--- src/rtl/lrsc_pkg.sv ---
package lrsc_pkg;

  localparam int OPC_W = 10;

  typedef enum logic [1:0] {
    OPK_NONE = 2'd0,
    OPK_LR   = 2'd1,
    OPK_SC   = 2'd2
  } op_kind_e;

  typedef enum logic [1:0] {
    SZ_BYTE = 2'd0,
    SZ_HALF = 2'd1,
    SZ_WORD = 2'd2,
    SZ_DBL  = 2'd3
  } acc_size_e;

  typedef struct packed {
    op_kind_e  kind;
    acc_size_e size;
  } op_dec_t;

  localparam logic [OPC_W-1:0] OPC_LR_B = 10'd52;
  localparam logic [OPC_W-1:0] OPC_LR_H = 10'd116;
  localparam logic [OPC_W-1:0] OPC_LR_W = 10'd20;
  localparam logic [OPC_W-1:0] OPC_LR_D = 10'd84;
  localparam logic [OPC_W-1:0] OPC_SC_B = 10'd694;
  localparam logic [OPC_W-1:0] OPC_SC_H = 10'd726;
  localparam logic [OPC_W-1:0] OPC_SC_W = 10'd150;
  localparam logic [OPC_W-1:0] OPC_SC_D = 10'd214;

endpackage

--- src/rtl/lrsc_decoder.sv ---
module lrsc_decoder
  import lrsc_pkg::*;
(
  input  logic             strobe,
  input  logic [OPC_W-1:0] opcode,
  output op_dec_t          dec
);

  always_comb begin
    dec.kind = OPK_NONE;
    dec.size = SZ_BYTE;
    if (strobe) begin
      unique case (opcode)
        OPC_LR_B: begin dec.kind = OPK_LR; dec.size = SZ_BYTE; end
        OPC_LR_H: begin dec.kind = OPK_LR; dec.size = SZ_HALF; end
        OPC_LR_W: begin dec.kind = OPK_LR; dec.size = SZ_WORD; end
        OPC_LR_D: begin dec.kind = OPK_LR; dec.size = SZ_DBL;  end
        OPC_SC_B: begin dec.kind = OPK_SC; dec.size = SZ_BYTE; end
        OPC_SC_H: begin dec.kind = OPK_SC; dec.size = SZ_HALF; end
        OPC_SC_W: begin dec.kind = OPK_SC; dec.size = SZ_WORD; end
        OPC_SC_D: begin dec.kind = OPK_SC; dec.size = SZ_DBL;  end
        default:  begin dec.kind = OPK_NONE; dec.size = SZ_BYTE; end
      endcase
    end
  end

  // nothing decodes while the strobe is low
  always_comb begin
    a_idle_none_r9: assert (strobe || dec.kind == OPK_NONE);
  end

endmodule

--- src/rtl/lrsc_resv.sv ---
module lrsc_resv
  import lrsc_pkg::*;
#(
  parameter int ADDR_W   = 64,
  parameter int GRAN_LSB = 3
) (
  input  logic              clk,
  input  logic              rst,
  input  logic              lr_fire,
  input  acc_size_e         lr_size,
  input  logic [ADDR_W-1:0] lr_addr,
  input  logic              sc_fire,
  input  logic              snoop_vld,
  input  logic [ADDR_W-1:0] snoop_addr,
  output logic              live_vld,
  output acc_size_e         resv_size,
  output logic [ADDR_W-1:0] resv_addr
);

  localparam int GRAN_HI = ADDR_W - 1;

  logic              vld_q;
  acc_size_e         size_q;
  logic [ADDR_W-1:0] addr_q;
  logic              snoop_hit;

  assign snoop_hit = snoop_vld && vld_q &&
                     (snoop_addr[GRAN_HI:GRAN_LSB] == addr_q[GRAN_HI:GRAN_LSB]);

  // A matching snoop in the same cycle already voids the reservation for a store
  assign live_vld  = vld_q && !snoop_hit;
  assign resv_size = size_q;
  assign resv_addr = addr_q;

  always_ff @(posedge clk) begin
    if (rst) begin
      vld_q  <= 1'b0;
      size_q <= SZ_BYTE;
      addr_q <= '0;
    end else if (lr_fire) begin
      vld_q  <= 1'b1;
      size_q <= lr_size;
      addr_q <= lr_addr;
    end else if (sc_fire || snoop_hit) begin
      vld_q  <= 1'b0;
    end
  end

  p_sc_disarms_r6: assert property (@(posedge clk) disable iff (rst)
    sc_fire |=> !vld_q);

  p_lr_arms_r1: assert property (@(posedge clk) disable iff (rst)
    lr_fire |=> (vld_q && size_q == $past(lr_size)));

  p_lr_addr_r2: assert property (@(posedge clk) disable iff (rst)
    lr_fire |=> (addr_q == $past(lr_addr)));

  p_snoop_kill_r7: assert property (@(posedge clk) disable iff (rst)
    (snoop_hit && !lr_fire) |=> !vld_q);

endmodule

--- src/rtl/lrsc_sc_eval.sv ---
module lrsc_sc_eval
  import lrsc_pkg::*;
#(
  parameter int ADDR_W = 64,
  parameter int CR_W   = 4
) (
  input  logic              clk,
  input  logic              rst,
  input  logic              sc_fire,
  input  acc_size_e         sc_size,
  input  logic [ADDR_W-1:0] sc_addr,
  input  logic              so_bit,
  input  logic              live_vld,
  input  acc_size_e         resv_size,
  input  logic [ADDR_W-1:0] resv_addr,
  output logic              wr_permit,
  output logic              sc_success,
  output logic [CR_W-1:0]   cr_field
);

  logic size_ok;
  logic addr_ok;
  logic pass;

  assign size_ok = (resv_size == sc_size);
  assign addr_ok = (resv_addr == sc_addr);
  assign pass    = sc_fire && live_vld && size_ok && addr_ok;

  always_ff @(posedge clk) begin
    if (rst) begin
      wr_permit  <= 1'b0;
      sc_success <= 1'b0;
      cr_field   <= '0;
    end else begin
      wr_permit  <= pass;
      sc_success <= pass;
      if (sc_fire) begin
        cr_field <= {{(CR_W-2){1'b0}}, pass, so_bit};
      end
    end
  end

  p_cr_hold_r4: assert property (@(posedge clk) disable iff (rst)
    !sc_fire |=> $stable(cr_field));

  p_cr_so_r4: assert property (@(posedge clk) disable iff (rst)
    sc_fire |=> (cr_field[0] == $past(so_bit)));

  p_success_bit_r4: assert property (@(posedge clk) disable iff (rst)
    sc_success |-> cr_field[1]);

  p_needs_match_r3: assert property (@(posedge clk) disable iff (rst)
    wr_permit |-> $past(sc_fire && size_ok && addr_ok));

endmodule

--- src/rtl/lrsc_monitor.sv ---
module lrsc_monitor
  import lrsc_pkg::*;
#(
  parameter int ADDR_W   = 64,
  parameter int GRAN_LSB = 3,
  parameter int CR_W     = 4
) (
  input  logic              clk,
  input  logic              rst,
  input  logic              instr_vld,
  input  logic [OPC_W-1:0]  opcode,
  input  logic [ADDR_W-1:0] eff_addr,
  input  logic              so_bit,
  input  logic              snoop_vld,
  input  logic [ADDR_W-1:0] snoop_addr,
  output logic              wr_permit,
  output logic              sc_success,
  output logic [CR_W-1:0]   cr_field
);

  op_dec_t           dec;
  logic              lr_fire;
  logic              sc_fire;
  logic              live_vld;
  acc_size_e         resv_size;
  logic [ADDR_W-1:0] resv_addr;

  lrsc_decoder u_dec (
    .strobe (instr_vld),
    .opcode (opcode),
    .dec    (dec)
  );

  assign lr_fire = (dec.kind == OPK_LR);
  assign sc_fire = (dec.kind == OPK_SC);

  lrsc_resv #(
    .ADDR_W   (ADDR_W),
    .GRAN_LSB (GRAN_LSB)
  ) u_resv (
    .clk        (clk),
    .rst        (rst),
    .lr_fire    (lr_fire),
    .lr_size    (dec.size),
    .lr_addr    (eff_addr),
    .sc_fire    (sc_fire),
    .snoop_vld  (snoop_vld),
    .snoop_addr (snoop_addr),
    .live_vld   (live_vld),
    .resv_size  (resv_size),
    .resv_addr  (resv_addr)
  );

  lrsc_sc_eval #(
    .ADDR_W (ADDR_W),
    .CR_W   (CR_W)
  ) u_eval (
    .clk        (clk),
    .rst        (rst),
    .sc_fire    (sc_fire),
    .sc_size    (dec.size),
    .sc_addr    (eff_addr),
    .so_bit     (so_bit),
    .live_vld   (live_vld),
    .resv_size  (resv_size),
    .resv_addr  (resv_addr),
    .wr_permit  (wr_permit),
    .sc_success (sc_success),
    .cr_field   (cr_field)
  );

  p_permit_after_sc_r5: assert property (@(posedge clk) disable iff (rst)
    wr_permit |-> $past(instr_vld));

  p_permit_success_r5: assert property (@(posedge clk) disable iff (rst)
    wr_permit == sc_success);

  p_reset_quiet_r10: assert property (@(posedge clk)
    $past(rst) |-> (!wr_permit && !sc_success && cr_field == '0));

endmodule

--- config.mk ---
export PLATFORM = sky130hd
export DESIGN_NAME = lrsc_monitor
export DESIGN_NICKNAME = d
export VERILOG_FILES = /design/src/rtl/lrsc_pkg.sv /design/src/rtl/lrsc_decoder.sv /design/src/rtl/lrsc_resv.sv /design/src/rtl/lrsc_sc_eval.sv /design/src/rtl/lrsc_monitor.sv
export SDC_FILE = /design/constraint.sdc
export NUM_CORES = 1
export LEC_CHECK = 0
export BUFFER_PORTS_ARGS = -buffer_cell sky130_fd_sc_hd__buf_2
export CORE_UTILIZATION = 54
export DETAILED_ROUTE_END_ITERATION = 8
export GPL_ROUTABILITY_DRIVEN = 0
export PLACE_DENSITY = 0.95
export SYNTH_ARGS = -nofsm -noshare
export SYNTH_HDL_FRONTEND = slang
export SYNTH_HIERARCHICAL = 1
export SYNTH_SLANG_ARGS = --single-unit
--- constraint.sdc ---
create_clock -name clk -period 3.3 [get_ports clk]
set_input_delay 0.66 -clock clk [delete_from_list [all_inputs] [get_ports clk]]
set_output_delay 0.66 -clock clk [all_outputs]
set_load 0.01 [all_outputs]
### After elaboration in Yosys (flattened, before gate mapping)

Cells that the tools add are included.

* word-level logic and storage cells: 31
* register bits: 70
* bits of input ports: 143
* output and inout port bits: 6

* equal/unequal tests: 13
* mux-type cells: 4
* reductions and logical operators: 9

Operators with widths (number)
* $eq 64x64->1: 1
* $eq 61x61->1: 1
* $pmux 4 s8: 1
* $eq 10x10->1 const B: 2
* $eq 10x7->1 const B: 2
* $eq 10x8->1 const B: 2
* $eq 10x5->1 const B: 1
* $eq 10x6->1 const B: 1
* $logic_and 1x1->1: 6
* $mux 4: 1
* $eq 2x1->1 const B: 1
* $eq 2x2->1: 1
* $eq 2x2->1 const B: 1
* $mux 1: 2
* $reduce_bool 2->1: 1
* $logic_not 1->1: 1
* $logic_or 1x1->1: 1

### Logic depth before layout (Yosys ltp)

* depth in word-level cells: 7
* mapped depth: 9
* depth with buffers taken out: 9

### Cells and area by module

The synthesis kept the hierarchy.

Modules (own cells, without submodules)
* lrsc_resv: area each 3045.4 um2, cells an instance 310, instances 1
* lrsc_sc_eval: area each 848.3 um2, cells an instance 104, instances 1
* lrsc_decoder: area each 85.1 um2, cells an instance 13, instances 1
* lrsc_monitor: area each 15.0 um2, cells an instance 2, instances 1

### Least setup slack after synthesis

No wires, ideal clock.

* kind: input -> register
* from: input opcode[1]
* to: register u_resv.addr_q[28], in the netlist u_resv/resv_addr[28]
* stages on the path: 8
* arrival: 2.145 ns
* path slack: 1.027 ns
* library setup time: 0.128 ns
* cell sequence: or3_1 > nor2_1 > nor2b_1 > clkbuf_1 > buf_2 > buf_2 > mux2i_1 > nor2_1

RTL lines
* start: declaration: RTL line lrsc_monitor.sv:11 `input logic [OPC_W-1:0] opcode,`
* end signal: assignment: RTL line lrsc_resv.sv:43 `addr_q <= lr_addr;`
* end: declaration: RTL line lrsc_resv.sv:24 `logic [ADDR_W-1:0] addr_q;`

### Worst setup path in the final report

* from: input snoop_addr[8]
* to: register u_eval.cr_field[1]

* word-level cells in the longest chain between the ends: 7

RTL lines
* start: declaration: RTL line lrsc_monitor.sv:15 `input logic [ADDR_W-1:0] snoop_addr,`
* $eq 61x61->1: RTL line lrsc_resv.sv:28 `(snoop_addr[GRAN_HI:GRAN_LSB] == addr_q[GRAN_HI:GRAN_LSB]);`
* $logic_and 1x1->1: RTL line lrsc_resv.sv:27 `assign snoop_hit = snoop_vld && vld_q &&`
* $logic_not 1->1: RTL line lrsc_resv.sv:31 `assign live_vld = vld_q && !snoop_hit;`
* $logic_and 1x1->1: RTL line lrsc_resv.sv:31
* named net live_vld: RTL line lrsc_monitor.sv:24 `logic live_vld;`
* $logic_and 1x1->1 (3 in a row): RTL line lrsc_sc_eval.sv:27 `assign pass = sc_fire && live_vld && size_ok && addr_ok;`
* end signal: assignment: RTL line lrsc_sc_eval.sv:38 `cr_field <= {{(CR_W-2){1'b0}}, pass, so_bit};`
* end: declaration: RTL line lrsc_sc_eval.sv:18 `output logic [CR_W-1:0] cr_field`

The timed path passes the listed nets, and every way through them passes these cells.
A chain may end at the register's enable or synchronous reset.

==> results.txt <==
Clk buf depth: 2
GR Overflow Total: 0
Synth Area in XOR/XNOR: 25.88%
Critical path fanouts, max: 2
Synth area leaders: dfxtp_1, xnor2_1, mux2i_1, xor2_1, nor2_1
Max cap viols: 0
Yosys Warn Count: 6
Largest family of logic cells by synthesized area: XOR/XNOR gates
Synth cell count leaders: xnor2_1, nor2_1, dfxtp_1
Hold Crit Class: reg2reg
Via/cell ratio: 5.314
Logic pwr share: 12.3%
Worst VDD drop: 0.2671 mV
RSZ-0062 raised after global routing: no
Post-route setup slack: 1038 ps
Synth Area in Simple Gates: 15.82%
Min Tclk post-route: 2262 ps
Vias in the first global route: 3,818
Gate Count Post-Synth: 429
Later-pin clock latency in the skew report: 340 ps
Post-cts sizing count: 0
Sw Share: 23.85%
Sw power: 0.4389 mW
Top cell type by total area after synthesis: dfxtp_1
CORE AREA: 6982 µm²
Clk network pwr share: 41.8%
Sequential cell fraction of total power: 46.0%
Most frequent cell after synthesis: xnor2_1
Setup Buffers After CTS: 0
Async set-reset flop share out of synthesis: 0%
Leak: 1.933 nW
Number of flops mapped to enable cells by yosys: 0
Pwr Density: 367.8 nW/µm²
Clk slew on worst S/H paths: 80 ps
Final setup viols: 0
TritonCTS Sinks: 70
# IOs: 149
Routed len/inst: 16.69 µm
Hold_buf cts: 0
Layout area overhead: 25.28%
Die Y: 88 µm
Starting Density: 57.20%
Core Rows: 30
Fin. Hold Viols: 0
Pre-antenna DRT Iters: 4
Wire length of the first global-routing pass: 17,540 µm
Pins Over Slew Limit: 0
Most used DFF post-synth: dfxtp_1
Compound-Gate Fraction of Synth Area: 3.008%
GRT Overall Usage: 30.21%
Worst Max-Slew Pin Slew: 653.2 ps
CP endpoint kind: flip-flop
Status: finished, final reports clean
Fmax achieved: 0.4420 GHz
Diode count: 0
Setup TNS: 0 ps
H-tree depth: 3
Internal power: 1.401 mW
Placement Setup Slack: 695.5 ps
Final Cycle Share: 68.56%
I/O Buffers: 143
Worst Path Arrival: 2500 ps
Clock skew: 8.510 ps
Yosys top cell area share: 35.09%
Largest net degree at the start of global routing: 68
CTS tree: done
Required @ worst endpoint: 3540 ps
Total number of vias: 3,555
Die area: 7744 µm²
Die X: 88 µm
DRT iter0 DRCs: 156
Post-Synthesis Cell Area: 3994 µm²
Cell variety after synth: 34
Register area share after synthesis: 35.09%
Post-synthesis adder-cell area fraction: 0%
Syn avg cell area: 9.310 µm²
Rel. slew slack: 56.45%
Hpwl dp: 8818 µm
Yosys reg bits: 70
Final wirelength: 11,170 µm
Number of routed nets with antenna violations: 0
Worst setup path class: in2reg
Mux share of post-synthesis cell area: 16.79%
Startpoint types: input pin
Fraction of layout cells with a size suffix above 1: 29.32%
Residual DRC: 0
Final #Nets: 711
Root buffer cell: clkbuf_8
Initial antenna violation count: 0
Total CTS buffers: 9
critical path: stages:
cell      delay (ps)
buf_2            100
xnor2_1          240
nand4_1          120
nor4_1           370
nand4_1          190
o41a_1           470
nand4b_1         110
nor4_1            70
nand4_1           90
o21ai_1           70
layer usage:
| layer | global-route usage, % | vias to the layer above | share of wire (%) |
|---|---|---|---|
| li1 | - | 1734 | - |
| met1 | 33.04 | 1640 | 39 |
| met2 | 55.81 | 148 | 51 |
| met3 | 6.126 | 33 | 6.5 |
| met4 | 13.86 | 0 | 2.8 |
| met5 | 0 | - | 0 |
state kept, by name (all words and copies together), names as in the netlist:
signal	cells
u_resv/resv_size	2
u_resv/vld_q	1
u_resv/resv_addr	64
u_eval/sc_success	1
u_eval/cr_field	2
final cells by class:
cell class	count	area [µm²]
Tap cell	96	120.1
Multi-Input combinational cell	330	2471
Inverter	12	45.04
Clock inverter	6	85.08
Clock buffer	10	137.6
Sequential cell	70	1401
Timing Repair Buffer	145	743.2
Fill cell	547	1978
logic make-up after synthesis:
logic type | count (synthesis)
flops | 70
other cells | 1
buf+inv | 30
compound gates | 16
simple gates | 127
xor+xnor | 118
mux | 67
placed cells by master, fill, tap and decap left out, types with 2 or more instances in the layout:
cell        instances
buf_2             143
xnor2_1            77
nor2_1             72
dfxtp_1            70
mux2i_1            67
xor2_1             41
nand4_1            23
nor4_1             13
inv_1              11
clkbuf_8           10
nand2_1             4
o22ai_1             3
a221oi_1            3
clkinv_2            2
clkinvlp_4          2
bufinv_16           2
nor2b_1             2
o21ai_1             2
nand2b_1            2
conb_1              2
nor4_2              2
a21oi_1             2
o2bb2ai_1           2
through the flow:
stage / instances / cell area [µm²] / util, % / power, mW / hold WS (ps)
CTS: 669 / 5004 / 71.67 / 1.845 / 469.8
floorplan: 430 / 3998 / - / 0.9567 / 470.8
finish: 669 / 5004 / 71.67 / 1.840 / 482.3
global route: 669 / 5004 / 71.67 / 1.898 / 507.1
global placement: 653 / 4781 / 68.48 / 1.080 / 445.0
detailed placement: 653 / 4781 / 68.48 / 1.089 / 458.7
power by group through the flow:
stage / Combinational (mW) / Clock (mW) / Sequential [mW]
3_3_place_gp: 0.214 / 0 / 0.866
3_5_place_dp: 0.223 / 0 / 0.866
2_1_floorplan: 0.0911 / 0 / 0.866
4_1_cts: 0.225 / 0.775 / 0.846
5_1_grt: 0.244 / 0.808 / 0.846
6_report: 0.226 / 0.768 / 0.846
worst paths after layout:
path | from | end | depth (start not counted) | slack [ps]
setup / recovery | snoop_addr[8] | u_eval/cr_field[1]$_SDFFE_PP0P_ | 10 | 1040
hold / removal | u_eval/cr_field[1]$_SDFFE_PP0P_ | u_eval/cr_field[1]$_SDFFE_PP0P_ | 2 | 480
setup reg to reg | u_resv/resv_addr[8]$_SDFFE_PP0P_ | u_eval/cr_field[1]$_SDFFE_PP0P_ | 9 | 1080
hold reg to reg | u_eval/cr_field[1]$_SDFFE_PP0P_ | u_eval/cr_field[1]$_SDFFE_PP0P_ | 2 | 480
(Power assumes the default switching activity.)
